<file path="src/rtl/tsg_pkg.sv">
package tsg_pkg;
  localparam int unsigned TS_W_DEF = 48;
  localparam int unsigned DIV_DEF  = 4;
  localparam int unsigned SYNC_DEF = 2;

  typedef enum logic {
    SRC_INTERNAL = 1'b0,
    SRC_EXTERNAL = 1'b1
  } tick_src_e;
endpackage

</file>
<file path="src/rtl/tsg_divider.sv">
module tsg_divider #(
  parameter int unsigned DIV = tsg_pkg::DIV_DEF
) (
  input  logic clk,
  input  logic rst_n,
  input  logic run,
  output logic pulse
);
  localparam int unsigned PW = (DIV > 1) ? $clog2(DIV) : 1;
  localparam logic [PW-1:0] LAST = PW'(DIV - 1);

  logic [PW-1:0] phase;

  // phase parks at zero while stopped, so restart latency is fixed
  always_ff @(posedge clk) begin
    if (!rst_n)             phase <= '0;
    else if (!run)          phase <= '0;
    else if (phase == LAST) phase <= '0;
    else                    phase <= phase + 1'b1;
  end

  assign pulse = run && (phase == LAST);
endmodule

</file>
<file path="src/rtl/tsg_ext_edge.sv">
module tsg_ext_edge #(
  parameter int unsigned SYNC = tsg_pkg::SYNC_DEF
) (
  input  logic clk,
  input  logic rst_n,
  input  logic async_in,
  output logic rise
);
  logic [SYNC:0] stage;

  generate
    for (genvar g = 0; g <= SYNC; g++) begin : g_stage
      if (g == 0) begin : g_first
        always_ff @(posedge clk) begin
          if (!rst_n) stage[g] <= 1'b0;
          else        stage[g] <= async_in;
        end
      end else begin : g_next
        always_ff @(posedge clk) begin
          if (!rst_n) stage[g] <= 1'b0;
          else        stage[g] <= stage[g-1];
        end
      end
    end
  endgenerate

  // last synchronizer flop against one extra history flop
  assign rise = stage[SYNC-1] & ~stage[SYNC];
endmodule

</file>
<file path="src/rtl/tsg_counter.sv">
module tsg_counter #(
  parameter int unsigned W = tsg_pkg::TS_W_DEF
) (
  input  logic         clk,
  input  logic         rst_n,
  input  logic         adv,
  input  logic         clr,
  output logic [W-1:0] value
);
  always_ff @(posedge clk) begin
    if (!rst_n)   value <= '0;
    else if (clr) value <= '0;
    else if (adv) value <= value + 1'b1;
  end
endmodule

</file>
<file path="src/rtl/tsg_snapshot.sv">
module tsg_snapshot #(
  parameter int unsigned W = tsg_pkg::TS_W_DEF
) (
  input  logic         clk,
  input  logic         rst_n,
  input  logic         stb,
  input  logic [W-1:0] src,
  input  logic         ready,
  output logic         valid,
  output logic [W-1:0] data
);
  logic take;
  assign take = stb && (!valid || ready);

  always_ff @(posedge clk) begin
    if (!rst_n) begin
      valid <= 1'b0;
      data  <= '0;
    end else if (take) begin
      valid <= 1'b1;
      data  <= src;
    end else if (valid && ready) begin
      valid <= 1'b0;
    end
  end
endmodule

</file>
<file path="src/rtl/tstamp_gate.sv">
module tstamp_gate #(
  parameter int unsigned TS_W = tsg_pkg::TS_W_DEF,
  parameter int unsigned DIV  = tsg_pkg::DIV_DEF,
  parameter int unsigned SYNC = tsg_pkg::SYNC_DEF
) (
  input  logic            clk,
  input  logic            rst_n,
  input  logic            go,
  input  logic            ext_sel,
  input  logic            ext_clk,
  input  logic            clr_cmd,
  input  logic            latch_stb,
  input  logic            snap_ready,
  output logic            tick,
  output logic [TS_W-1:0] ts_count,
  output logic            snap_valid,
  output logic [TS_W-1:0] snap_data,
  output logic            clr_err
);
  import tsg_pkg::*;

  tick_src_e src_sel;
  logic      int_pulse, ext_rise, src_pulse, tick_q, clr_ok;

  assign src_sel = tick_src_e'(ext_sel);

  tsg_divider #(.DIV(DIV)) u_div (
    .clk(clk), .rst_n(rst_n), .run(go), .pulse(int_pulse)
  );

  tsg_ext_edge #(.SYNC(SYNC)) u_ext (
    .clk(clk), .rst_n(rst_n), .async_in(ext_clk), .rise(ext_rise)
  );

  assign src_pulse = (src_sel == SRC_EXTERNAL) ? ext_rise : int_pulse;

  always_ff @(posedge clk) begin
    if (!rst_n) tick_q <= 1'b0;
    else        tick_q <= go & src_pulse;
  end

  // registered tick, vetoed at once when go falls
  assign tick   = tick_q & go;
  assign clr_ok = clr_cmd & ~go;

  tsg_counter #(.W(TS_W)) u_cnt (
    .clk(clk), .rst_n(rst_n), .adv(tick), .clr(clr_ok), .value(ts_count)
  );

  always_ff @(posedge clk) begin
    if (!rst_n)             clr_err <= 1'b0;
    else if (clr_cmd && go) clr_err <= 1'b1;
  end

  tsg_snapshot #(.W(TS_W)) u_snap (
    .clk(clk), .rst_n(rst_n), .stb(latch_stb), .src(ts_count),
    .ready(snap_ready), .valid(snap_valid), .data(snap_data)
  );
endmodule

</file>
<file path="config.mk">
export PLATFORM = sky130hd
export DESIGN_NAME = tstamp_gate
export DESIGN_NICKNAME = d
export VERILOG_FILES = /design/src/rtl/tsg_pkg.sv /design/src/rtl/tsg_divider.sv /design/src/rtl/tsg_ext_edge.sv /design/src/rtl/tsg_counter.sv /design/src/rtl/tsg_snapshot.sv /design/src/rtl/tstamp_gate.sv
export SDC_FILE = /design/constraint.sdc
export NUM_CORES = 1
export LEC_CHECK = 0
export BUFFER_PORTS_ARGS = -buffer_cell sky130_fd_sc_hd__buf_2
export CORE_MARGIN = 3
export CORE_UTILIZATION = 57
export DETAILED_ROUTE_END_ITERATION = 7
export PLACE_DENSITY = 0.82
export SETUP_SLACK_MARGIN = 0.02
export SYNTH_ARGS = -nofsm -noshare
export SYNTH_HDL_FRONTEND = slang
export SYNTH_HIERARCHICAL = 1
export SYNTH_SLANG_ARGS = --single-unit
</file>
<file path="constraint.sdc">
create_clock -name clk -period 4.4 [get_ports clk]
set_clock_uncertainty 0.05 [all_clocks]
set_input_delay 0.88 -clock clk [delete_from_list [all_inputs] [get_ports clk]]
set_output_delay 0.88 -clock clk [all_outputs]
set_load 0.005 [all_outputs]
</file>
==> flow_metrics.py <==
metrics = {
    "status": {
        "outcome": "finished clean",
    },
    "clocking": {
        "clock_path_buffers": 2,
        "cts_tree": "built",
        "cts_setup_buffers": 0,
        "cts.clk_slew.worst_paths_ps": 90,
        "root_buffer": "clkbuf_8",
        "ctsHoldBuffers": 0,
        "clk_latency_ps": 350,
        "cts_made_buffers": 9,
        "cts-htree-levels": 3,
        "clock_sinks": 104,
        "cts_resized": 0,
    },
    "synth": {
        "ys_seq_elements": 104,
        "async_flop_share": 0,
        "ys.flop_type": "dfxtp_1",
        "syn_nets": 501,
        "synth_cell_type_count": 40,
        "synth_seq_area_share": 0.466,
        "syn_inst": 491,
        "synth_area_per_cell_sq_um": 9.09,
        "ys_warn_count": 6,
        "synth_edf_count": 0,
        "synthesis.area_sq_um": 4460,
    },
    "die": {
        "die_area_sq_um": 8930,
        "die_h_microns": 94.5,
        "initial_core_util": 0.603,
        "chipWidth_microns": 94.5,
        "num_io_pins": 107,
        "rows": 31,
        "core-area_sq_um": 7410,
    },
    "setup_path": {
        "critPathLaunchType": "input port",
        "cp-startpoint": "go",
        "path_class": "input port to flop",
        "worstPathMaxFanout": 14,
        "cp_data_arrival_time_ps": 2900,
        "worstSetupEndpointType": "flop",
        "reg2reg_to": "u_cnt/value[42]$_SDFFE_PP0P_",
        "rrSetupSlack_ps": 2050,
        "ff2ff_path_depth": 6,
        "worstPathRequired_ps": 4620,
        "cp-endpoint": "u_cnt/value[47]$_SDFFE_PP0P_",
        "r2r_start": "u_cnt/value[0]$_SDFFE_PP0P_",
    },
    "final_layout": {
        "layout_common_cells": "nand2_1 (111), buf_2 (105), dfxtp_1 (104)",
        "final_core_util": 0.701,
        "fin_nets": 596,
        "mostFrequentLayoutCell": "nand2_1",
        "nFillCells": 606,
        "diodes": 0,
        "area_delta_synth_final_pct": 16.3,
        "final_area_sq_um": 5190,
        "drive_above_1_share": 0.235,
    },
    "drt": {
        "firstDrtPassIters": 4,
        "wl_per_cell_microns": 14.2,
        "ant_nets": 0,
        "finalWirelength_microns": 9750,
        "vias_per_cell": 5.43,
        "via_count": 3732,
        "drt_iter0_drc": 174,
        "drc_errors": 0,
    },
    "power_and_ir_drop": {
        "leakage_nw": 2.27,
        "power.ir.vdd_worst_uv": 188,
        "powerDensity_nw_per_um2": 311,
    },
    "global_route": {
        "grt_use_met3": 0.0414,
        "antenna_found_initial": 0,
        "busiest_layer": "met2",
        "grt_pass1_vias": 3447,
        "grt-ovfl-total": 0,
        "grt_max_degree": 57,
        "grt_pass1_wl_microns": 16000,
        "grt_usage": 0.223,
        "met2_usage": 0.369,
        "use_met1": 0.284,
    },
    "sta": {
        "fmax_mhz": 373,
        "period_share": 0.610,
        "hold_violations": 0,
        "setup_viol_count_final": 0,
        "rsz0062_at_grt": "no",
        "relSlewSlack": 0.430,
        "final.min_clock_period_ps": 2680,
        "tightest_slew_ps": 855,
        "maxSlewViolCount": 0,
        "finalSetupTns_ps": 0,
    },
    "hold_path": {
        "min_from": "u_ext/stage[0]$_SDFF_PN0_",
        "hp-class": "flop to flop",
    },
    "job": {
        "cap_violations": 0,
    },
    "placed_design": {
        "place_area_sq_um": 4990,
        "dp_hpwl_microns": 6940,
        "gp_congestion": 0.790,
        "port-buffer-count": 106,
    },
}
[power by group]
group          switching [W]  total [W]  internal (W)
Sequential        0.00000131   0.000945      0.000944
Clock               0.000295   0.000605      0.000310
Combinational      0.0000418  0.0000642     0.0000224
Total               0.000338    0.00161       0.00128
[registers in the layout (all words and copies together), names as in the netlist]
name and count:
u_cnt/value 48, u_div/phase 2, tick_q 1, u_snap/data 48, clr_err 1, u_snap/valid 1, u_ext/stage 3
[critical path, stage by stage]
cell and delay [ps]:
buf_2 130, and2_2 220, nand4_1 260, nor4_4 220, buf_4 230, nand4_2 260
or4_1 550, a21oi_1 150
[logic make-up after synthesis]
group / Yosys count / share of synthesized area
adders and majority gates: 2 / 0.00560
muxes: 52 / 0.117
buffers and inverters: 33 / 0.0420
AOI/OAI and AO/OA: 35 / 0.0415
and+or+nand+nor: 237 / 0.273
DFF: 104 / 0.466
xor gates and xnor gates: 28 / 0.0549
[layout make-up]
cell class	count	area, sq um	area share
flip-flops and latches	104	2080	0.401
inverters	7	26.3	0.00506
clock inverters	4	72.6	0.0140
multi-input cells	354	2200	0.424
clock buffers	9	124	0.0239
well taps	99	124	0.0239
repair buffers	110	563	0.108
[worst min-delay path by stage]
stage                                      endpoint  slack (ps)  cells after the start
after global placement    u_ext/stage[1]$_SDFF_PN0_         360                      1
after detailed placement  u_ext/stage[1]$_SDFF_PN0_         370                      1
after floorplan           u_ext/stage[1]$_SDFF_PN0_         360                      1
after CTS                 u_ext/stage[1]$_SDFF_PN0_         390                      1
final                     u_ext/stage[1]$_SDFF_PN0_         390                      1
after global routing      u_ext/stage[1]$_SDFF_PN0_         410                      1
[metrics by stage]
stage	worst slack (ps)	hold slack (ps)	total power, W	std cells
2_1_floorplan	1960	356	0.00102	491
3_5_place_dp	1350	367	0.00103	674
4_1_cts	1720	388	0.00163	687
6_report	1720	387	0.00161	687
5_1_grt	1570	412	0.00167	687
3_3_place_gp	1460	361	0.00103	674
[Yosys cell counts (all sizes together) (5+ instances only)]
cell type / number / area share
xnor2: 7 / 0.014
o21ai: 14 / 0.016
a21oi: 17 / 0.019
clkbuf: 14 / 0.012
nor2b: 6 / 0.012
dfxtp: 104 / 0.47
mux2i: 52 / 0.12
nor2: 36 / 0.031
nand4: 25 / 0.046
or3: 14 / 0.020
xor2: 21 / 0.041
buf: 12 / 0.024
nor4: 5 / 0.010
nand2: 111 / 0.093
nand3: 11 / 0.012
and3: 7 / 0.0098
and2: 8 / 0.012
inv: 7 / 0.0059
[routing by layer]
metal / up-vias / routed length [microns]
met5: - / 0
met4: 0 / 176
met2: 109 / 4830
met3: 14 / 554
met1: 1758 / 4190
li1: 1851 / -
Power figures use the tool's default switching activity.
